### src/rtl/tx4b5b_pkg.sv
package tx4b5b_pkg;
    localparam int NIB_W = 4;
    localparam int CG_W  = 5;

    typedef logic [NIB_W-1:0] nib_t;
    typedef logic [CG_W-1:0]  cg_t;

    localparam cg_t CG_IDLE  = 5'b11111;
    localparam cg_t CG_SSD_1 = 5'b11000;
    localparam cg_t CG_SSD_2 = 5'b10001;
    localparam cg_t CG_ESD_1 = 5'b01101;
    localparam cg_t CG_ESD_2 = 5'b00111;
    localparam cg_t CG_ERR   = 5'b00100;

    typedef enum logic [2:0] {
        ST_IDLE,
        ST_SECOND,
        ST_BODY,
        ST_CLOSE1,
        ST_CLOSE2
    } fr_state_e;

    typedef struct packed {
        fr_state_e st;
        logic      odd;
        cg_t       code;
    } fr_regs_t;
endpackage

### src/rtl/tx4b5b_nib_lut.sv
module tx4b5b_nib_lut
    import tx4b5b_pkg::*;
(
    input  nib_t nib_i,
    output cg_t  cg_o
);
    always_comb begin
        unique case (nib_i)
            4'h0: cg_o = 5'b11110;
            4'h1: cg_o = 5'b01001;
            4'h2: cg_o = 5'b10100;
            4'h3: cg_o = 5'b10101;
            4'h4: cg_o = 5'b01010;
            4'h5: cg_o = 5'b01011;
            4'h6: cg_o = 5'b01110;
            4'h7: cg_o = 5'b01111;
            4'h8: cg_o = 5'b10010;
            4'h9: cg_o = 5'b10011;
            4'hA: cg_o = 5'b10110;
            4'hB: cg_o = 5'b10111;
            4'hC: cg_o = 5'b11010;
            4'hD: cg_o = 5'b11011;
            4'hE: cg_o = 5'b11100;
            default: cg_o = 5'b11101;
        endcase
    end
endmodule

### src/rtl/tx4b5b_frame_fsm.sv
module tx4b5b_frame_fsm
    import tx4b5b_pkg::*;
(
    input  logic clk,
    input  logic rst_n,
    input  logic tx_en,
    input  logic tx_er,
    input  logic fwd_en,
    input  cg_t  data_cg,
    output cg_t  code_o
);
    fr_regs_t regs_d, regs_q;

    always_comb begin
        regs_d = regs_q;
        unique case (regs_q.st)
            ST_IDLE: begin
                if (tx_en) begin
                    regs_d.code = CG_SSD_1;
                    regs_d.st   = ST_SECOND;
                end else begin
                    regs_d.code = CG_IDLE;
                end
            end
            ST_SECOND: begin
                regs_d.code = CG_SSD_2;
                regs_d.odd  = 1'b0;
                regs_d.st   = ST_BODY;
            end
            ST_BODY: begin
                if (tx_en) begin
                    regs_d.code = tx_er ? CG_ERR : data_cg;
                    regs_d.odd  = ~regs_q.odd;
                end else if (regs_q.odd && fwd_en) begin
                    regs_d.code = CG_ERR;
                    regs_d.st   = ST_CLOSE1;
                end else begin
                    regs_d.code = CG_ESD_1;
                    regs_d.st   = ST_CLOSE2;
                end
            end
            ST_CLOSE1: begin
                regs_d.code = CG_ESD_1;
                regs_d.st   = ST_CLOSE2;
            end
            ST_CLOSE2: begin
                regs_d.code = CG_ESD_2;
                regs_d.st   = ST_IDLE;
            end
            default: begin
                regs_d.code = CG_IDLE;
                regs_d.st   = ST_IDLE;
            end
        endcase
        if (!rst_n) begin
            regs_d.st   = ST_IDLE;
            regs_d.odd  = 1'b0;
            regs_d.code = CG_IDLE;
        end
    end

    always_ff @(posedge clk) begin
        regs_q <= regs_d;
    end

    assign code_o = regs_q.code;

    // reset drives idle out on the following edge
    p_reset_idle_r10: assert property (@(posedge clk)
        !rst_n |=> code_o == CG_IDLE);

    // second delimiter half always follows the first
    p_ssd_pair_r2: assert property (@(posedge clk) disable iff (!rst_n)
        code_o == CG_SSD_1 |=> code_o == CG_SSD_2);

    // end delimiter halves are consecutive
    p_esd_pair_r3: assert property (@(posedge clk) disable iff (!rst_n)
        code_o == CG_ESD_1 |=> code_o == CG_ESD_2);

    // after the closing code only idle or a fresh start may follow
    p_after_close_r9: assert property (@(posedge clk) disable iff (!rst_n)
        code_o == CG_ESD_2 |=> (code_o == CG_IDLE || code_o == CG_SSD_1));

    // odd-length close with forwarding on gives the pad code
    p_pad_r5: assert property (@(posedge clk) disable iff (!rst_n)
        (regs_q.st == ST_BODY && !tx_en && regs_q.odd && fwd_en)
        |=> code_o == CG_ERR ##1 code_o == CG_ESD_1);

    // with forwarding off the close goes straight to the delimiter
    p_no_pad_r7: assert property (@(posedge clk) disable iff (!rst_n)
        (regs_q.st == ST_BODY && !tx_en && !fwd_en) |=> code_o == CG_ESD_1);

    // flagged nibble in the body becomes the error code
    p_err_nibble_r6: assert property (@(posedge clk) disable iff (!rst_n)
        (regs_q.st == ST_BODY && tx_en && tx_er) |=> code_o == CG_ERR);
endmodule

### src/rtl/tx4b5b_encoder.sv
module tx4b5b_encoder
    import tx4b5b_pkg::*;
(
    input  logic       clk,
    input  logic       rst_n,
    input  logic       tx_en,
    input  logic       tx_er,
    input  logic [3:0] txd,
    input  logic       err_fwd_en,
    output logic [4:0] code_o
);
    cg_t lut_cg;
    cg_t fsm_cg;

    tx4b5b_nib_lut u_lut (
        .nib_i (nib_t'(txd)),
        .cg_o  (lut_cg)
    );

    tx4b5b_frame_fsm u_fsm (
        .clk     (clk),
        .rst_n   (rst_n),
        .tx_en   (tx_en),
        .tx_er   (tx_er),
        .fwd_en  (err_fwd_en),
        .data_cg (lut_cg),
        .code_o  (fsm_cg)
    );

    assign code_o = fsm_cg;
endmodule

### config.mk
export PLATFORM = sky130hd
export DESIGN_NAME = tx4b5b_encoder
export DESIGN_NICKNAME = d
export VERILOG_FILES = /design/src/rtl/tx4b5b_pkg.sv /design/src/rtl/tx4b5b_nib_lut.sv /design/src/rtl/tx4b5b_frame_fsm.sv /design/src/rtl/tx4b5b_encoder.sv
export SDC_FILE = /design/constraint.sdc
export NUM_CORES = 1
export LEC_CHECK = 0
export ABC_AREA = 1
export BUFFER_PORTS_ARGS = -buffer_cell sky130_fd_sc_hd__buf_2
export CORE_AREA = 2 2 39 41
export DETAILED_ROUTE_END_ITERATION = 12
export DIE_AREA = 0 0 41 43
export HOLD_SLACK_MARGIN = 0.15
export MAX_ROUTING_LAYER = met4
export PLACE_DENSITY = 0.75
export RECOVER_POWER = 25
export SLEW_MARGIN = 20
export SYNTH_ARGS = -nofsm -noshare
export SYNTH_HDL_FRONTEND = slang
export SYNTH_SLANG_ARGS = --single-unit
### constraint.sdc
create_clock -name clk -period 0.8 [get_ports clk]
set_input_delay 0.16 -clock clk [delete_from_list [all_inputs] [get_ports clk]]
set_output_delay 0.16 -clock clk [all_outputs]
set_load 0.01 [all_outputs]
Yosys cells after proc, flatten, opt, wreduce, memory -nomap -nowiden
Memory sizes are Yosys's and may differ from the RTL's.
Index checks and enable logic that the tools add are counted.

word-level totals
  bits in read-only memories = 80
  register bits = 9
  memories kept = 1
  bits of input ports = 9

operators by class
  bitwise logic cells = 1
  equality and inequality tests = 7
  reductions and logical operators = 5
  mux-type cells = 11

memories
  name              depth  bits a word  rd ports  clocked after Yosys merged registers in  write ports  RTL line             RTL
  (name not given)  16     5            1         0                                        0            tx4b5b_nib_lut.sv:8  unique case (nib_i)

operators by type and width
  kind                                           count
  one-hot mux 5 bit (5 select lines)             1
  2-to-1 mux 3 bit                               4
  one-hot mux 3 bit (4 select lines)             1
  2-to-1 mux 5 bit                               2
  == test 3 x 2 -> 1 bit, second input constant  2
  inequality test 2 bit, second input constant   3
  2-to-1 mux 4 bit                               1
  AND reduction 2 bit                            2
  == test 3 x 1 -> 1 bit, second input constant  1
  == test 3 bit, second input constant           1
  zero test 3 bit                                1
  one-hot mux 1 bit (2 select lines)             1
  nonzero test 2 bit                             1
  logical AND 1 bit                              1
  2-to-1 mux 1 bit                               1
  inverter 1 bit                                 1

Longest topological paths before layout
  depth in word-level cells = 4
  depth in mapped cells = 6

Cells and area by module
From an unflattened synthesis, not the netlist that was laid out.

second synthesis, totals
  cell total of the unflattened synthesis = 85
  area total of the unflattened synthesis = 541.8 sq um

modules (own cells, without submodules)
  module            instances  area an instance (sq um)  cells an instance
  tx4b5b_frame_fsm  1          471.7                     70
  tx4b5b_nib_lut    1          70.1                      15

Worst setup path before layout
Ideal clock, no wire load.

  kind = reg-to-reg
  start = reg u_fsm.regs_q[7]
  end = reg u_fsm.regs_q[0] (netlist: u_fsm.code_o[0])
  data required time = 0.676 ns
  setup time = 0.124 ns
  buffers on the path = 0
  period minus slack after synthesis = 0.871 ns
  arrival = 0.747 ns
  cell stages (with the launch flop) = 6
  setup slack = -0.071 ns
  cell sequence = dfxtp_1 -> nor2_2 -> nand3_2 -> nand2_1 -> nor2_1 -> nand3_1

on the way
  word-level cells in the longest chain between the ends = 2

ends and longest elaborated chain
  element                                RTL line                RTL
  start, declared                        tx4b5b_frame_fsm.sv:12  fr_regs_t regs_d, regs_q;
  start signal, assigned                 tx4b5b_frame_fsm.sv:63  regs_q <= regs_d;
  == test 3 bit (tied with other cells)  tx4b5b_frame_fsm.sv:16  unique case (regs_q.st)
  one-hot mux 5 bit (5 select lines) *   tx4b5b_frame_fsm.sv:16

Mark *: on every way between the ends. The rest lies on a longest branch, timed or not.
A chain may end at the register's enable or synchronous reset.

Final worst setup path
  start = reg u_fsm.regs_q[6]
  end = reg u_fsm.regs_q[5]

on the way
  word-level cells in the longest chain between the ends = 3

ends and longest elaborated chain
  element                                                                RTL line
  == test 3 x 2 -> 1 bit or == test 3 x 1 -> 1 bit (tied branches)       tx4b5b_frame_fsm.sv:16
  inequality test 2 bit (no line) or nonzero test 2 bit (tied branches)  -
  AND reduction 2 bit (no line)                                          -

Several ways; a longest one is shown, not always the timed one.

==> impl_metrics.tcl <==
set metrics [dict create \
    status "complete, but fails checks" \
    violations "setup timing" \
    drv_cap 0 \
    netlist_instances 83 \
    clk_latency_ps 260 \
    final_antenna_net_count 0 \
    cts_root_buf "clkbuf_4" \
    io_buffers 13 \
    endpoint_kind "flip-flop" \
    hold_violations 0 \
    first_global_vias 483 \
    die-area_um2 1763 \
    leakagePower_nw 0.3562 \
    layout_commonest_cell "nand2_1" \
    syn_to_final_growth_pct 30.40 \
    drive_gt1_frac 0.3939 \
    start_util 0.3807 \
    coreArea_um2 1384 \
    ys_seq_area_frac 0.3420 \
    antenna_cells 0 \
    cts_buffers 3 \
    routabilityCongestion 0.8871 \
    yosys_register_bits 9 \
    peakVddDrop_mv 1.325 \
    grt-ovfl-total 0 \
    netlist_area_um2 526.8 \
    cts.path.max_buffers 2 \
    grt_pass1_wl_mm 1.766 \
    worst_pin_slew_ps 169.9 \
    layout_setup_ws_ps -135.3 \
    nets 109 \
    multi_input_area_um2 289.0 \
    path_clk_slew_ps 60 \
    totalWireLength_mm 1.029 \
    startpoint_type "flip-flop" \
    most-common-layout-cells "nand2_1, inv_1, buf_2" \
    dieWidth_um 41 \
    tns_ps -1120 \
    wl_per_cell_um 8.948 \
    io_pins 14 \
    finalCritPeriodShare 1.169 \
    vias 500 \
    period_minus_slack_ps 935.3 \
    crit_type "flip-flop to flip-flop" \
    arrival_ps 1090 \
    dpl_cell_area_um2 613.1 \
    fillers 141 \
    cts_tree "done" \
    dpl.hpwl_um 768.2 \
    antenna_found_initial 0 \
    clock_sinks 9 \
    regArea_um2 190.2 \
    vias_per_cell 4.348 \
    drt_first_pass_iters 4 \
    drt_iter0_markers 5 \
    slew-limit-headroom 0.8866 \
    cp_max_fo 5 \
    ys_types 13 \
    drv_slew 0 \
    setup-violations-final 14 \
    rsz0062_at_grt "yes" \
    rows 14 \
    stdcell_area_um2 686.9 \
    syn_area_per_cell_um2 6.346 \
    fmax_ghz 1.069 \
    drc_errors 0 \
    yosysWarnings 0 \
    track_usage 0.1560 \
    hold_class "input port to flip-flop" \
    syn_nets 92 \
    grt_max_degree 7 \
    p_per_area_nw_per_um2 2126 \
    cp.required_ps 950 \
    skew_ps 3.446 \
    htreeDepth 1 \
    dieHeight_um 43 \
]
## synthesized netlist by cell type (all sizes together)
master,instances,area share
nand2,23,0.16
inv,16,0.11
dfxtp,9,0.34
nand3,9,0.10
nor2,9,0.083
o21ai,6,0.057
buf,5,0.071
a21oi,4,0.038
nor3,1,0.0095
xor2,1,0.017
## layout make-up
| class | count | area share |
|---|---|---|
| Tap cell | 16 | 0.02914 |
| Sequential cell | 9 | 0.2769 |
| Multi-Input combinational cell | 53 | 0.4208 |
| Timing Repair Buffer | 17 | 0.1475 |
| Clock buffer | 4 | 0.03825 |
| Inverter | 16 | 0.08743 |
## state kept, by name, summed over array words and instances (netlist names)
register	count
u_fsm.code_o	5
u_fsm.regs_q	4
## per-stage QoR
stage / hold WS [ps] / setup slack [ps] / utilization / power (mW) / cells
3_3_place_gp: 486.1 / -90.31 / 0.4430 / 1.037 / 110
2_1_floorplan: 257.0 / -28.15 / - / 0.9713 / 83
6_report: 215.0 / -135.3 / 0.4964 / 1.460 / 115
4_1_cts: 207.4 / -118.2 / 0.4774 / 1.432 / 114
5_1_grt: 228.7 / -200.1 / 0.4964 / 1.580 / 115
3_5_place_dp: 486.5 / -110.4 / 0.4430 / 1.046 / 110
## routing by layer
metal	track usage	part of all wire
met5	-	0
met2	0.2563	0.51
met4	0.04000	0.0078
met3	0.09424	0.071
met1	0.1466	0.41
## kinds of logic after synthesis
logic type / after synthesis / synth area share
XOR/XNOR: 1 / 0.01663
flip-flops: 9 / 0.3420
AO/OA/AOI/OAI: 10 / 0.09502
AND/OR/NAND/NOR: 42 / 0.3610
buffers and inverters: 21 / 0.1853
## timing repair
action | CTS | global route
setup endpoints to repair | 14 | 14
hold buffers | 0 | 0
buffers inserted | 0 | 1
pin swaps | 2 | 0
resized for setup | 6 | 7
## power by group
| group | switching (mW) | internal [mW] | total (mW) |
|---|---|---|---|
| Sequential | 0.0641 | 0.545 | 0.609 |
| Combinational | 0.293 | 0.219 | 0.512 |
| Clock | 0.148 | 0.192 | 0.340 |
| Total | 0.505 | 0.955 | 1.46 |
## worst paths after layout
kind,startpoint,end,slack [ps],depth (start not counted)
max,u_fsm.regs_q[6],u_fsm.regs_q[5],-140,4
min,tx_er,u_fsm.code_o[4],210,4
max reg2reg,u_fsm.regs_q[6],u_fsm.regs_q[5],-140,4
min reg2reg,u_fsm.regs_q[5],u_fsm.regs_q[5],510,3
## worst max-delay path, cell delays in order, from the launching register on
cell	delay (ps)
dfxtp_4	360
nor2_4	150
nand3_4	120
a21oi_1	150
nor2_1	50
Note: power is estimated with default switching activity, not from simulation.
